## src/rtl/clk_bringup_pkg.sv

```systemverilog
package clk_bringup_pkg;

    typedef enum logic [3:0] {
        S_IDLE,
        S_WR_OSC,
        S_T_OSC,
        S_WR_PLL,
        S_T_LOCK,
        S_WR_MCK,
        S_LR_WAIT,
        S_WR_FS,
        S_DONE,
        S_ERR
    } seq_state_e;

    typedef struct packed {
        logic [7:0] addr;
        logic [7:0] data;
    } reg_wr_t;

    localparam logic [7:0] ADDR_PWR    = 8'h01;
    localparam logic [7:0] ADDR_CLK    = 8'h04;
    localparam logic [7:0] PWR_OSC_BIT = 8'h40;
    localparam logic [7:0] PWR_PLL_BIT = 8'h20;
    localparam logic [7:0] CLK_BASE    = 8'h4A;
    localparam logic [1:0] FS_DEFAULT  = 2'b00;
    localparam logic [1:0] FS_FINAL    = 2'b10;

    function automatic logic [7:0] clk_ctl(input logic [1:0] fs);
        return CLK_BASE | {2'b00, fs, 4'b0000};
    endfunction

    function automatic logic is_write(input seq_state_e s);
        return (s == S_WR_OSC) || (s == S_WR_PLL) ||
               (s == S_WR_MCK) || (s == S_WR_FS);
    endfunction

    function automatic reg_wr_t write_for(input seq_state_e s);
        reg_wr_t w;
        w = '0;
        case (s)
            S_WR_OSC: w = '{addr: ADDR_PWR, data: PWR_OSC_BIT};
            S_WR_PLL: w = '{addr: ADDR_PWR, data: PWR_OSC_BIT | PWR_PLL_BIT};
            S_WR_MCK: w = '{addr: ADDR_CLK, data: clk_ctl(FS_DEFAULT)};
            S_WR_FS:  w = '{addr: ADDR_CLK, data: clk_ctl(FS_FINAL)};
            default:  w = '0;
        endcase
        return w;
    endfunction

endpackage

```

## src/rtl/cbs_ms_tick.sv

```systemverilog
module cbs_ms_tick #(
    parameter int TICK_CYC = 1000
) (
    input  logic clk,
    input  logic rst,
    input  logic clr,
    output logic tick
);
    localparam int PRE_W = (TICK_CYC > 1) ? $clog2(TICK_CYC) : 1;

    logic [PRE_W-1:0] pre;

    assign tick = (pre == PRE_W'(TICK_CYC - 1));

    always_ff @(posedge clk) begin
        if (rst || clr) begin
            pre <= '0;
        end else if (tick) begin
            pre <= '0;
        end else begin
            pre <= pre + 1'b1;
        end
    end
endmodule

```

## src/rtl/cbs_ms_timer.sv

```systemverilog
module cbs_ms_timer #(
    parameter int MS_W = 8
) (
    input  logic            clk,
    input  logic            rst,
    input  logic            clr,
    input  logic            tick,
    input  logic [MS_W-1:0] target,
    output logic            expired
);
    logic [MS_W-1:0] ms_cnt;

    assign expired = (ms_cnt >= target);

    always_ff @(posedge clk) begin
        if (rst || clr) begin
            ms_cnt <= '0;
        end else if (tick && (ms_cnt != {MS_W{1'b1}})) begin
            ms_cnt <= ms_cnt + 1'b1;
        end
    end
endmodule

```

## src/rtl/cbs_lrck_detect.sv

```systemverilog
module cbs_lrck_detect #(
    parameter int EDGES = 4
) (
    input  logic clk,
    input  logic rst,
    input  logic lrck_in,
    input  logic en,
    output logic present
);
    localparam int CNT_W = $clog2(EDGES + 1);

    logic [2:0]       sync_q;
    logic             rise;
    logic [CNT_W-1:0] cnt;

    assign rise    = sync_q[1] & ~sync_q[2];
    assign present = (cnt == CNT_W'(EDGES));

    always_ff @(posedge clk) begin
        if (rst) begin
            sync_q <= '0;
            cnt    <= '0;
        end else begin
            sync_q <= {sync_q[1:0], lrck_in};
            if (!en) begin
                cnt <= '0;
            end else if (rise && !present) begin
                cnt <= cnt + 1'b1;
            end
        end
    end
endmodule

```

## src/rtl/clk_bringup_seq.sv

```systemverilog
module clk_bringup_seq
    import clk_bringup_pkg::*;
#(
    parameter int CLK_HZ          = 24_576_000,
    parameter int OSC_SETTLE_MS   = 20,
    parameter int PLL_LOCK_MS     = 40,
    parameter int LRCK_EDGES      = 4,
    parameter int LRCK_TIMEOUT_MS = 100
) (
    input  logic       clk,
    input  logic       rst,
    input  logic       start,
    input  logic       lrck_in,
    input  logic       wr_ready,
    output logic       wr_valid,
    output logic [7:0] wr_addr,
    output logic [7:0] wr_data,
    output logic       busy,
    output logic       done,
    output logic       error
);
    localparam int TICK_CYC = CLK_HZ / 1000;
    localparam int MS_MAX_A = (OSC_SETTLE_MS > PLL_LOCK_MS) ? OSC_SETTLE_MS : PLL_LOCK_MS;
    localparam int MS_MAX   = (MS_MAX_A > LRCK_TIMEOUT_MS) ? MS_MAX_A : LRCK_TIMEOUT_MS;
    localparam int MS_W     = $clog2(MS_MAX + 2);

    seq_state_e      state, state_nx;
    reg_wr_t         wr;
    logic            acc;
    logic            tick;
    logic            expired;
    logic            lr_present;
    logic [MS_W-1:0] target;

    assign wr       = write_for(state);
    assign wr_valid = is_write(state);
    assign wr_addr  = wr.addr;
    assign wr_data  = wr.data;
    assign acc      = wr_valid && wr_ready;
    assign busy     = (state != S_IDLE) && (state != S_DONE) && (state != S_ERR);
    assign done     = (state == S_DONE);
    assign error    = (state == S_ERR);

    always_comb begin
        case (state)
            S_T_OSC:  target = MS_W'(OSC_SETTLE_MS);
            S_T_LOCK: target = MS_W'(PLL_LOCK_MS);
            default:  target = MS_W'(LRCK_TIMEOUT_MS);
        endcase
    end

    cbs_ms_tick #(.TICK_CYC(TICK_CYC)) u_tick (
        .clk (clk),
        .rst (rst),
        .clr (acc),
        .tick(tick)
    );

    cbs_ms_timer #(.MS_W(MS_W)) u_timer (
        .clk    (clk),
        .rst    (rst),
        .clr    (acc),
        .tick   (tick),
        .target (target),
        .expired(expired)
    );

    cbs_lrck_detect #(.EDGES(LRCK_EDGES)) u_lrck (
        .clk    (clk),
        .rst    (rst),
        .lrck_in(lrck_in),
        .en     (state == S_LR_WAIT),
        .present(lr_present)
    );

    always_comb begin
        state_nx = state;
        case (state)
            S_IDLE, S_DONE, S_ERR: if (start) state_nx = S_WR_OSC;
            S_WR_OSC:  if (acc) state_nx = S_T_OSC;
            S_T_OSC:   if (expired) state_nx = S_WR_PLL;
            S_WR_PLL:  if (acc) state_nx = S_T_LOCK;
            S_T_LOCK:  if (expired) state_nx = S_WR_MCK;
            S_WR_MCK:  if (acc) state_nx = S_LR_WAIT;
            S_LR_WAIT: begin
                if (lr_present)   state_nx = S_WR_FS;
                else if (expired) state_nx = S_ERR;
            end
            S_WR_FS:   if (acc) state_nx = S_DONE;
            default:   state_nx = S_IDLE;
        endcase
    end

    always_ff @(posedge clk) begin
        if (rst) begin
            state <= S_IDLE;
        end else begin
            state <= state_nx;
        end
    end
endmodule

```

## config.mk

```make
export PLATFORM = sky130hd
export DESIGN_NAME = clk_bringup_seq
export DESIGN_NICKNAME = d
export VERILOG_FILES = /design/src/rtl/clk_bringup_pkg.sv /design/src/rtl/cbs_ms_tick.sv /design/src/rtl/cbs_ms_timer.sv /design/src/rtl/cbs_lrck_detect.sv /design/src/rtl/clk_bringup_seq.sv
export SDC_FILE = /design/constraint.sdc
export NUM_CORES = 1
export LEC_CHECK = 0
export ABC_AREA = 1
export BUFFER_PORTS_ARGS = -buffer_cell sky130_fd_sc_hd__buf_2
export CORE_ASPECT_RATIO = 0.8
export CORE_UTILIZATION = 45
export CTS_CLUSTER_DIAMETER = 200
export DETAILED_ROUTE_END_ITERATION = 16
export HOLD_SLACK_MARGIN = 0.15
export PLACE_DENSITY_LB_ADDON = 0.15
export SLEW_MARGIN = 15
export SYNTH_ARGS = -nofsm -noshare
export SYNTH_HDL_FRONTEND = slang
export SYNTH_SLANG_ARGS = --single-unit
```

## constraint.sdc

```tcl
create_clock -name clk -period 2.8 [get_ports clk]
set_input_delay 0.28 -clock clk [delete_from_list [all_inputs] [get_ports clk]]
set_output_delay 0.28 -clock clk [all_outputs]
set_load 0.05 [all_outputs]
```

==> impl_results.md <==
- Run status: finished, final reports clean
- Global-route wire length before repair: 5980 um
- Req. time, crit path: 2980 ps
- Most frequent CP cell: nand2_1
- Synth-to-Final Area Change: 9.90%
- CTS Root Cell: clkbuf_8
- Pwr per Cell Area: 752 nW/um^2
- CP endpoint kind: register
- H-tree depth: 2
- Share of the synthesized area in the top cell type: 34.0%
- Placer Congestion: 0.867
- Starting DRT DRC Count: 105
- Synth Area per Inst: 6.77 sq um
- N_diodes: 0
- Post-Synthesis Cell Area: 1880 sq um
- Synth warn: 0
- GR Overflow Total: 0
- I/O pin count: 25
- CP Data Arrival Time: 2200 ps
- DP Area: 1940 sq um
- Seq cells post-synth: 32
- Largest family of logic cells by synthesized area: simple AND/OR/NAND/NOR gates
- Post-CTS Setup Inserts: 0
- Die W: 74.3 um
- CORE AREA: 3900 sq um
- Cell variety after synth: 25
- GRT Overall Usage: 18.0%
- Largest net degree at the start of global routing: 12
- Drt pass-1 iters: 4
- Die ar.: 4450 sq um
- Initial Utilization: between 40 and 50%
- Synth area leader: dfxtp_1
- Vias in the first global route: about 1,400
- IO Port Bufs: 14
- Clk sinks: 32
- Syn Inst Count: 278
- CP peak stage delay: ~370 ps
- TritonCTS buffer count: 5
- Leakage: 0.000980 uW
- CTS Buffer Depth: 2
- Worst Clk Skew: 10.4 ps
- Setup_tns: 0 ps
- Design area: 2070 sq um
- Std-Cell Rows: 20
- Fin crit period: 2020 ps
- Max-cap violation count: 0
- Final ANT Viol Nets: 0
- Synth top area cells: dfxtp_1 34%, nand2_1 14%, nor2_1 9.8%
- Crit path from: state[2]$_SDFFE_PP0P_
- WL per Instance: 9.47 um
- Power consumption: approximately 1600 uW
- Mux share of post-synthesis cell area: 0%
- Slew Limit Fails: 0
- Largest vdd supply drop: 0.395 mV
- Later-pin clock latency in the skew report: 290 ps
- Worst R2R Start: state[2]$_SDFFE_PP0P_
- Hold_ws: 202 ps
- Simple-Gate Fraction of Synth Area: 34.8%
- Post-synthesis sequential area ratio: between 30% and 40%
- CP startpoint kind: register
- Crit path max fanout: 7
- Critical path class: reg -> reg
- Crit path cell chain: inv_1, nor2_1, nand2_1, nand2_1, ha_1, a21oi_1, nand2_1, nor2_1, nand2_1, nand2_1, nand2_1, nand2_1, nor2_1
- Die height: 59.9 um
- Final critical-path share of the clock period: between 70 and 80%
- Vias per inst: 4.50
- Initial antenna violation count: 0
- Worst-path clk slew: 70 ps
- Xor-xnor portion of the synthesized cell area: 4.19%
- RSZ-0062 raised after global routing: false
- Share of cells above drive strength 1: 9.83%
- Cts-stage hold buffer count: 0
- Hold Crit Class: in -> reg
- Synth Area in Compound Gates: 6.78%
- Fmax: 495 MHz
- Adder-cell share of the synthesized area: 6.64%
- Final setup vio count: 0
- Hold wc startpoint: lrck_in
- Synth async-reset ratio: 0%
- Post-route DRC: 0
- CTS tree: yes
- CP bufs+invs: 1
- Final Hold Viols: 0
- Final HPWL DP: 2530 um
- Post-synth EDFFs: 0
- Vias post-DR: 1,576
- Top FF cell, synth: dfxtp_1
- Final WL: 3310 um
- # nets final: 309
- Top Family by Delay on Critical Path: simple AND/OR/NAND/NOR gates
- CP max-delay cell: dfxtp_1
- Post-CTS sizing: 0
-- metrics by stage --
stage	setup slack (ps)	utilization (%)	std cells
after CTS	789	53.0	350
after global placement	774	49.8	342
after global routing	483	53.0	350
final	781	53.0	350
after floorplan	947	-	287
after detailed placement	798	49.8	342
-- worst register-to-register path, delay by kind of cell, from the launching register on --
| family | cells | cell delay [ps] |
|---|---|---|
| compound gates | 1 | 150 |
| simple gates | 10 | 1100 |
| fa+ha+maj | 1 | 240 |
| buf+inv | 1 | 70 |
| flops | 1 | 370 |
-- cells in the mapped netlist, types with 2 or more instances --
cell type,count
dfxtp_1,32
buf_4,12
a21oi_1,15
nand4_1,5
nor3_1,3
inv_1,37
buf_6,2
a31oi_1,2
xor2_1,7
nand2_1,68
nor3b_1,2
nand2_2,3
nand3_1,20
ha_1,10
xnor2_1,2
nor2_1,49
-- cells in the final DEF, fill, tap and decap left out, types with 7 or more instances in the layout --
| master | instances |
|---|---|
| dfxtp_1 | 32 |
| conb_1 | 10 |
| inv_1 | 37 |
| nand2_1 | 68 |
| clkbuf_8 | 7 |
| buf_2 | 14 |
| a21oi_1 | 15 |
| nand3_1 | 20 |
| ha_1 | 10 |
| nor2_1 | 49 |
| xor2_1 | 7 |
-- state kept, by name (all words and copies together) (netlist names) --
name and count:
state 4, u_timer.ms_cnt 7, u_lrck.cnt 3, u_tick.pre 15, u_lrck.sync_q 3
-- report_power, final --
group	total [uW]	internal, uW	switching, uW
registers	518	487	30.6
clock network	484	314	170
logic	555	138	416
total	1560	939	617
-- cell type report --
| cell class | count | area, sq um |
|---|---|---|
| multi-input combinational | 204 | 1020 |
| tap | 55 | 68.8 |
| inverter | 37 | 139 |
| timing repair buffer | 14 | 70.1 |
| sequential | 32 | 641 |
| fill | 387 | 1830 |
| clock inverter | 1 | 30.0 |
| clock buffer | 7 | 96.3 |
-- cells by family after synthesis --
kind of cell    Yosys count
buf+inv                  51
flops                    32
fa+ha+maj                10
other cells               1
simple gates            154
compound gates           21
xor+xnor                  9
-- path summary, 6_finish.rpt --
path	endpoint	slack, ps	cells after the start
max	state[1]$_SDFFE_PP0P_	780	13
min	u_lrck.sync_q[0]$_SDFF_PP0_	200	3
max reg2reg	state[1]$_SDFFE_PP0P_	780	13
min reg2reg	u_lrck.sync_q[1]$_SDFF_PP0_	410	2
-- metal layers --
metal	GRT usage, %	wire length (um)	vias to the layer above
met2	25.3	1290	20
met3	5.90	109	4
met4	6.47	30	0
li1	-	-	880
met5	0	0	-
met1	25.5	1880	672
(Power assumes the default switching activity.)
